File: config.mk
export PLATFORM = sky130hd
export DESIGN_NAME = bitband_bridge
export DESIGN_NICKNAME = d
export VERILOG_FILES = /design/src/rtl/bb_pkg.sv /design/src/rtl/bb_window_decode.sv /design/src/rtl/bb_bit_locator.sv /design/src/rtl/bb_bit_merge.sv /design/src/rtl/bitband_bridge.sv
export SDC_FILE = /design/constraint.sdc
export NUM_CORES = 1
export LEC_CHECK = 0
export BUFFER_PORTS_ARGS = -buffer_cell sky130_fd_sc_hd__buf_2
export CAP_MARGIN = 20
export CORE_AREA = 2 2 109 111
export CTS_CLUSTER_DIAMETER = 60
export DETAILED_ROUTE_END_ITERATION = 12
export DIE_AREA = 0 0 111 113
export PLACE_DENSITY = 0.7
export RECOVER_POWER = 50
export SYNTH_ARGS = -nofsm -noshare
export SYNTH_HDL_FRONTEND = slang
export SYNTH_SLANG_ARGS = --single-unit
File: constraint.sdc
create_clock -name clk -period 4.77 [get_ports clk]
set_clock_uncertainty 0.15 [all_clocks]
set_input_delay 0.2385 -clock clk [delete_from_list [all_inputs] [get_ports clk]]
set_output_delay 0.2385 -clock clk [all_outputs]
set_load 0.02 [all_outputs]
File: src/rtl/bb_pkg.sv
package bb_pkg;

    localparam int DATA_W   = 32;
    localparam int BITPOS_W = $clog2(DATA_W);
    localparam int SIZE_W   = 3;

    typedef enum logic [1:0] {
        ST_IDLE = 2'd0,
        ST_RD   = 2'd1,
        ST_WR   = 2'd2,
        ST_RSP  = 2'd3
    } bb_state_e;

endpackage

File: src/rtl/bb_window_decode.sv
module bb_window_decode #(
    parameter int ADDR_W    = 32,
    parameter int NUM_WIN   = 2,
    parameter int SPAN_LOG2 = 25,
    parameter logic [NUM_WIN-1:0][ADDR_W-1:0] ALIAS_BASE  = {32'h4200_0000, 32'h2200_0000},
    parameter logic [NUM_WIN-1:0][ADDR_W-1:0] TARGET_BASE = {32'h4000_0000, 32'h2000_0000}
) (
    input  logic [ADDR_W-1:0]  addr,
    output logic [NUM_WIN-1:0] win_hit,
    output logic [ADDR_W-1:0]  tgt_addr
);

    localparam int TAG_W = ADDR_W - SPAN_LOG2;

    logic [NUM_WIN-1:0][ADDR_W-1:0] win_tgt;
    logic [ADDR_W-1:0]              offset_ext;

    assign offset_ext = {{TAG_W{1'b0}}, addr[SPAN_LOG2-1:0]};

    for (genvar i = 0; i < NUM_WIN; i++) begin : g_win
        assign win_hit[i] = (addr[ADDR_W-1:SPAN_LOG2] == ALIAS_BASE[i][ADDR_W-1:SPAN_LOG2]);
        assign win_tgt[i] = TARGET_BASE[i] | (offset_ext >> 5);
    end

    always_comb begin
        tgt_addr = '0;
        for (int i = 0; i < NUM_WIN; i++) begin
            if (win_hit[i]) begin
                tgt_addr = tgt_addr | win_tgt[i];
            end
        end
    end

endmodule

File: src/rtl/bb_bit_locator.sv
module bb_bit_locator
    import bb_pkg::*;
(
    input  logic [SIZE_W-1:0]   size,
    input  logic [4:0]          word_idx,
    output logic                size_ok,
    output logic [BITPOS_W-1:0] bitpos,
    output logic [1:0]          low_mask
);

    always_comb begin
        size_ok  = 1'b1;
        bitpos   = '0;
        low_mask = 2'b00;
        unique case (size)
            3'd1: begin
                bitpos   = {2'b00, word_idx[2:0]};
                low_mask = 2'b00;
            end
            3'd2: begin
                bitpos   = {1'b0, word_idx[3:0]};
                low_mask = 2'b01;
            end
            3'd4: begin
                bitpos   = word_idx;
                low_mask = 2'b11;
            end
            default: size_ok = 1'b0;
        endcase
    end

endmodule

File: src/rtl/bb_bit_merge.sv
module bb_bit_merge
    import bb_pkg::*;
(
    input  logic [SIZE_W-1:0]   size,
    input  logic [BITPOS_W-1:0] bitpos,
    input  logic [DATA_W-1:0]   rdata,
    input  logic                wbit,
    output logic                bit_out,
    output logic [DATA_W-1:0]   wdata
);

    logic [DATA_W-1:0] lane_mask;
    logic [DATA_W-1:0] sel_mask;

    always_comb begin
        unique case (size)
            3'd1:    lane_mask = 32'h0000_00FF;
            3'd2:    lane_mask = 32'h0000_FFFF;
            default: lane_mask = 32'hFFFF_FFFF;
        endcase
        sel_mask = DATA_W'(1) << bitpos;
        bit_out  = rdata[bitpos];
        if (wbit) begin
            wdata = (rdata | sel_mask) & lane_mask;
        end else begin
            wdata = (rdata & ~sel_mask) & lane_mask;
        end
    end

endmodule

File: src/rtl/bitband_bridge.sv
module bitband_bridge
    import bb_pkg::*;
#(
    parameter int ADDR_W    = 32,
    parameter int NUM_WIN   = 2,
    parameter int SPAN_LOG2 = 25,
    parameter logic [NUM_WIN-1:0][ADDR_W-1:0] ALIAS_BASE  = {32'h4200_0000, 32'h2200_0000},
    parameter logic [NUM_WIN-1:0][ADDR_W-1:0] TARGET_BASE = {32'h4000_0000, 32'h2000_0000}
) (
    input  logic              clk,
    input  logic              rst_n,
    input  logic              req_valid,
    output logic              req_ready,
    input  logic              req_write,
    input  logic [ADDR_W-1:0] req_addr,
    input  logic [2:0]        req_size,
    input  logic [31:0]       req_wdata,
    output logic              rsp_valid,
    output logic [31:0]       rsp_rdata,
    output logic              rsp_err,
    output logic              mem_req,
    output logic              mem_we,
    output logic              mem_lock,
    output logic [ADDR_W-1:0] mem_addr,
    output logic [2:0]        mem_size,
    output logic [31:0]       mem_wdata,
    input  logic              mem_ack,
    input  logic [31:0]       mem_rdata,
    input  logic              mem_err
);

    typedef struct packed {
        bb_state_e           st;
        logic                is_wr;
        logic                wbit;
        logic [ADDR_W-1:0]   addr;
        logic [SIZE_W-1:0]   size;
        logic [BITPOS_W-1:0] bitpos;
        logic [DATA_W-1:0]   wdata;
        logic [DATA_W-1:0]   rdata;
        logic                err;
    } ctl_t;

    ctl_t ctl_d, ctl_q;

    logic [NUM_WIN-1:0]  win_hit;
    logic [ADDR_W-1:0]   tgt_addr;
    logic                size_ok;
    logic [BITPOS_W-1:0] req_bitpos;
    logic [1:0]          low_mask;
    logic                fetched_bit;
    logic [DATA_W-1:0]   merged_data;
    logic [ADDR_W-1:0]   aligned_addr;
    logic                unused_wdata;

    assign unused_wdata = ^req_wdata[31:1];

    bb_window_decode #(
        .ADDR_W     (ADDR_W),
        .NUM_WIN    (NUM_WIN),
        .SPAN_LOG2  (SPAN_LOG2),
        .ALIAS_BASE (ALIAS_BASE),
        .TARGET_BASE(TARGET_BASE)
    ) u_decode (
        .addr    (req_addr),
        .win_hit (win_hit),
        .tgt_addr(tgt_addr)
    );

    bb_bit_locator u_locate (
        .size    (req_size),
        .word_idx(req_addr[6:2]),
        .size_ok (size_ok),
        .bitpos  (req_bitpos),
        .low_mask(low_mask)
    );

    bb_bit_merge u_merge (
        .size   (ctl_q.size),
        .bitpos (ctl_q.bitpos),
        .rdata  (mem_rdata),
        .wbit   (ctl_q.wbit),
        .bit_out(fetched_bit),
        .wdata  (merged_data)
    );

    assign aligned_addr = tgt_addr & ~{{(ADDR_W-2){1'b0}}, low_mask};

    always_comb begin
        ctl_d = ctl_q;
        unique case (ctl_q.st)
            ST_IDLE: begin
                if (req_valid) begin
                    ctl_d.is_wr  = req_write;
                    ctl_d.wbit   = req_wdata[0];
                    ctl_d.addr   = aligned_addr;
                    ctl_d.size   = req_size;
                    ctl_d.bitpos = req_bitpos;
                    ctl_d.wdata  = '0;
                    ctl_d.rdata  = '0;
                    ctl_d.err    = 1'b0;
                    if (!(|win_hit) || !size_ok) begin
                        ctl_d.err = 1'b1;
                        ctl_d.st  = ST_RSP;
                    end else begin
                        ctl_d.st  = ST_RD;
                    end
                end
            end
            ST_RD: begin
                if (mem_ack) begin
                    if (mem_err) begin
                        ctl_d.err = 1'b1;
                        ctl_d.st  = ST_RSP;
                    end else if (ctl_q.is_wr) begin
                        ctl_d.wdata = merged_data;
                        ctl_d.st    = ST_WR;
                    end else begin
                        ctl_d.rdata = {{(DATA_W-1){1'b0}}, fetched_bit};
                        ctl_d.st    = ST_RSP;
                    end
                end
            end
            ST_WR: begin
                if (mem_ack) begin
                    ctl_d.err = mem_err;
                    ctl_d.st  = ST_RSP;
                end
            end
            default: begin
                ctl_d.st = ST_IDLE;
            end
        endcase
    end

    always_ff @(posedge clk) begin
        if (!rst_n) begin
            ctl_q <= '0;
        end else begin
            ctl_q <= ctl_d;
        end
    end

    assign req_ready = (ctl_q.st == ST_IDLE);
    assign rsp_valid = (ctl_q.st == ST_RSP);
    assign rsp_rdata = ctl_q.rdata;
    assign rsp_err   = ctl_q.err;
    assign mem_req   = (ctl_q.st == ST_RD) || (ctl_q.st == ST_WR);
    assign mem_we    = (ctl_q.st == ST_WR);
    assign mem_lock  = ((ctl_q.st == ST_RD) && ctl_q.is_wr) || (ctl_q.st == ST_WR);
    assign mem_addr  = ctl_q.addr;
    assign mem_size  = ctl_q.size;
    assign mem_wdata = ctl_q.wdata;

    // a decoded address selects at most one window
    p_one_window_r1: assert property (@(posedge clk) disable iff (!rst_n)
        req_valid |-> $onehot0(win_hit));

    // rejected requests never reach downstream
    p_reject_no_access_r9: assert property (@(posedge clk) disable iff (!rst_n)
        (req_valid && req_ready && (!(|win_hit) || !size_ok)) |=> !mem_req);

    // downstream address aligned to the access size
    p_aligned_r2: assert property (@(posedge clk) disable iff (!rst_n)
        mem_req |-> (((mem_addr[1:0]) & (mem_size[1:0] - 2'd1)) == 2'b00));

    // read data carries a single bit
    p_single_bit_r3: assert property (@(posedge clk) disable iff (!rst_n)
        rsp_valid |-> (rsp_rdata[31:1] == 31'd0));

    // every downstream write is locked
    p_lock_write_r6: assert property (@(posedge clk) disable iff (!rst_n)
        (mem_req && mem_we) |-> mem_lock);

    // lock not dropped between the read and the write of a store
    p_lock_held_r6: assert property (@(posedge clk) disable iff (!rst_n)
        (mem_req && !mem_we && mem_lock && mem_ack && !mem_err) |=> (mem_req && mem_we && mem_lock));

    // a failed fetch ends the transaction
    p_rd_err_stop_r7: assert property (@(posedge clk) disable iff (!rst_n)
        (mem_req && !mem_we && mem_ack && mem_err) |=> (!mem_req && rsp_valid && rsp_err));

    // busy after acceptance, single-cycle response, held request
    p_busy_r10: assert property (@(posedge clk) disable iff (!rst_n)
        (req_valid && req_ready) |=> !req_ready);

    p_rsp_pulse_r10: assert property (@(posedge clk) disable iff (!rst_n)
        rsp_valid |=> !rsp_valid);

    p_req_hold_r10: assert property (@(posedge clk) disable iff (!rst_n)
        (mem_req && !mem_ack) |=> (mem_req && $stable(mem_addr) && $stable(mem_we)));

endmodule

==> impl_metrics.env <==
export IMPL_drv_slew=0
export IMPL_p_sw_share_pct=36.32
export IMPL_layout_common_cells="nand2_1 (72), buf_2 (71), dfxtp_1 (68), clkbuf_1 (64)"
export IMPL_insertion_delay_ps=320
export IMPL_ys_types=46
export IMPL_async_reset_ff_share_pct=0
export IMPL_cts_hold_fix_buffers=0
export IMPL_timing_final_crit_share_pct=53.86
export IMPL_path_max_fanout=22
export IMPL_num_vias=3697
export IMPL_rsz0062_at_grt="false"
export IMPL_vias_per_cell=4.929
export IMPL_post_cts_resized=0
export IMPL_synth_seq_cells=68
export IMPL_path_buf_inv=0
export IMPL_drv_cap=0
export IMPL_slowest_delay_ps=940
export IMPL_first_global_vias=3397
export IMPL_port_buffers=135
export IMPL_grt_use_total_pct=17.15
export IMPL_start_util_pct=39.73
export IMPL_n_fill_cell=1163
export IMPL_startpoint_type="register"
export IMPL_floorplan_die_area_um2=12540
export IMPL_gp_congestion=0.8860
export IMPL_p_clk_share_pct=35.7
export IMPL_ys_dominant_reg_cell="dfxtp_1"
export IMPL_chipWidth_um=111
export IMPL_criticalPathCategory="reg -> reg"
export IMPL_cts_tree="done"
export IMPL_grt_max_degree=72
export IMPL_wl_um=10950
export IMPL_met3_length_um=904
export IMPL_syn2layout_area_growth_pct=7.432
export IMPL_p_int_mw=1.107
export IMPL_cts_path_max_buffers=2
export IMPL_syn_avg_cell_area_um2=8.202
export IMPL_post_drt_wl_per_cell_um=14.60
export IMPL_worstPathArrival_ps=2640
export IMPL_fmax_mhz=389.3
export IMPL_power_switching_mw=0.6310
export IMPL_critPathCaptureType="register"
export IMPL_power_density_nw_per_um2=361.2
export IMPL_cp_slowest_cell="dfxtp_1"
export IMPL_top_level_ports=210
export IMPL_final_nets=712
export IMPL_combPwrFrac_pct=27.9
export IMPL_hpwl_um=8104
export IMPL_status="finished, final reports clean"
export IMPL_core_um2=11270
export IMPL_worst_path_dominant_cell_family="simple AND/OR/NAND/NOR gates"
export IMPL_yosysTopAreaCell="dfxtp_1"
export IMPL_ant_nets=0
export IMPL_diodes=0
export IMPL_crit_chain="nor3b_1 > nand3_1 > mux2i_1 > o21ai_0 > and2_1"
export IMPL_drive_gt1_share_pct=16.14
export IMPL_synth_edf_count=0
export IMPL_drt_met1_wl_um=4661
export IMPL_final_common_cell="nand2_1"
export IMPL_drtPass1Iterations=5
export IMPL_antenna_found_initial=0
export IMPL_max_slew_margin_pct=33.15
export IMPL_synth_yosys_warnings=0
export IMPL_ctsHtreeMaxLevel=3
export IMPL_cts_root_buf="clkbuf_16"
export IMPL_clk_pin_slew_ps=60
export IMPL_grt_pass1_wl_um=17230
export IMPL_drc_errors=0
export IMPL_leakagePower_nw=1.881
export IMPL_rows=39
export IMPL_fin_tns_setup_ps=0
export IMPL_ys_seq_area_share_pct=30.40
export IMPL_post_cts_buffers=0
export IMPL_crit_required_ps=4840
export IMPL_fin_hold_ws_ps=25.03
export IMPL_overflow=0
export IMPL_synth_cells=546
export IMPL_die_h_um=113
export IMPL_routed_top_layer="met4"
export IMPL_tightest_slew_ps=1003
export IMPL_first_iter_violations=185
export IMPL_synth_area_top_cells="dfxtp_1 (30%), buf_4 (17%), mux2i_1 (9.2%)"
export IMPL_fin_crit_ps=2569
export IMPL_seq_power_share_pct=36.4
export IMPL_finalHoldViolCount=0
export IMPL_met2RoutedLength_um=5207
export IMPL_cts_sinks=68
export IMPL_hp_class="in -> reg"
export IMPL_setup_viol=0
export IMPL_syn_cell_area_um2=4478
export IMPL_synth_top_cell_area_share_pct=30.40
export IMPL_vdd_drop_max_mv=0.2422
export IMPL_cts_inserted_buffers=9
[cell families (layout without fill, tap and decap cells)]
logic type | count (synthesis) | after routing | share of synthesized area, %
other | 1 | 41 | 0.08374
multiplexers | 46 | 46 | 11.18
AND/OR/NAND/NOR | 202 | 202 | 23.39
flip-flops | 68 | 68 | 30.40
AO/OA/AOI/OAI | 86 | 86 | 12.63
XOR/XNOR | 3 | 3 | 0.5869
buffers and inverters | 136 | 157 | 20.62
adder cells (fa/ha/maj) | 4 | 4 | 1.118
[tightest hold or removal path, cell delays in order]
cell	delay [ps]
buf_2	80
a22oi_1	50
nor2b_1	100
[flip-flops by register name (all words and copies together) (netlist names)]
register,cells
mem_addr,22
mem_wdata,32
mem_size,3
ctl_q,9
rsp_rdata,1
rsp_err,1
[routing by layer]
layer | up-vias | global-route usage [%]
li1 | 1818 | -
met1 | 1692 | 21.60
met2 | 169 | 28.92
met3 | 18 | 4.124
met4 | 0 | 5.917
met5 | - | 0
[power by group through the flow]
stage / logic [mW] / registers, mW / clock network (mW)
floorplan: 0.417 / 0.624 / 0
global placement: 0.462 / 0.653 / 0
detailed placement: 0.472 / 0.655 / 0
CTS: 0.474 / 0.643 / 0.637
global route: 0.533 / 0.639 / 0.662
finish: 0.484 / 0.633 / 0.621
[final timing paths]
path | depth (start not counted) | slack [ps] | startpoint | end
worst min register to register | 2 | 320 | mem_addr[0] | mem_addr[0]
worst min-delay path | 3 | 30 | req_addr[21] | mem_addr[16]
worst max-delay path | 5 | 2200 | ctl_q[66] | mem_wdata[26]
worst max register to register | 5 | 2200 | ctl_q[66] | mem_wdata[26]
[synth_stat cells (6+ instances only)]
library cell,n
and2_1,32
o21ai_0,34
clkbuf_1,22
nand3b_1,6
a22oi_1,19
dfxtp_1,68
nand3_1,16
nand2_1,72
nor3_1,8
mux2i_1,41
buf_4,99
nor2_1,23
nor2b_1,22
a21boi_0,15
[area by class of cell]
class                      instances  area (um^2)  area share (%)
timing repair buffer             137        630.6           13.11
inverter                           5        18.77          0.3901
clock buffer                      10        239.0           4.967
tap                              143        178.9           3.719
multi-input combinational        382         2344           48.71
clock inverter                     5        38.79          0.8062
sequential                        68         1361           28.30
[through the flow]
stage | setup slack, ps | utilization [%] | area (um^2) | total power, mW | cells
5_1_grt | 2004 | 42.68 | 4811 | 1.835 | 750
2_1_floorplan | 2611 | - | 4628 | 1.040 | 586
3_5_place_dp | 2279 | 40.68 | 4586 | 1.127 | 734
3_3_place_gp | 2272 | 40.68 | 4586 | 1.115 | 734
6_report | 2201 | 42.68 | 4811 | 1.738 | 750
4_1_cts | 2259 | 43.15 | 4863 | 1.754 | 749
No activity file was read; power rests on OpenSTA's default activity.
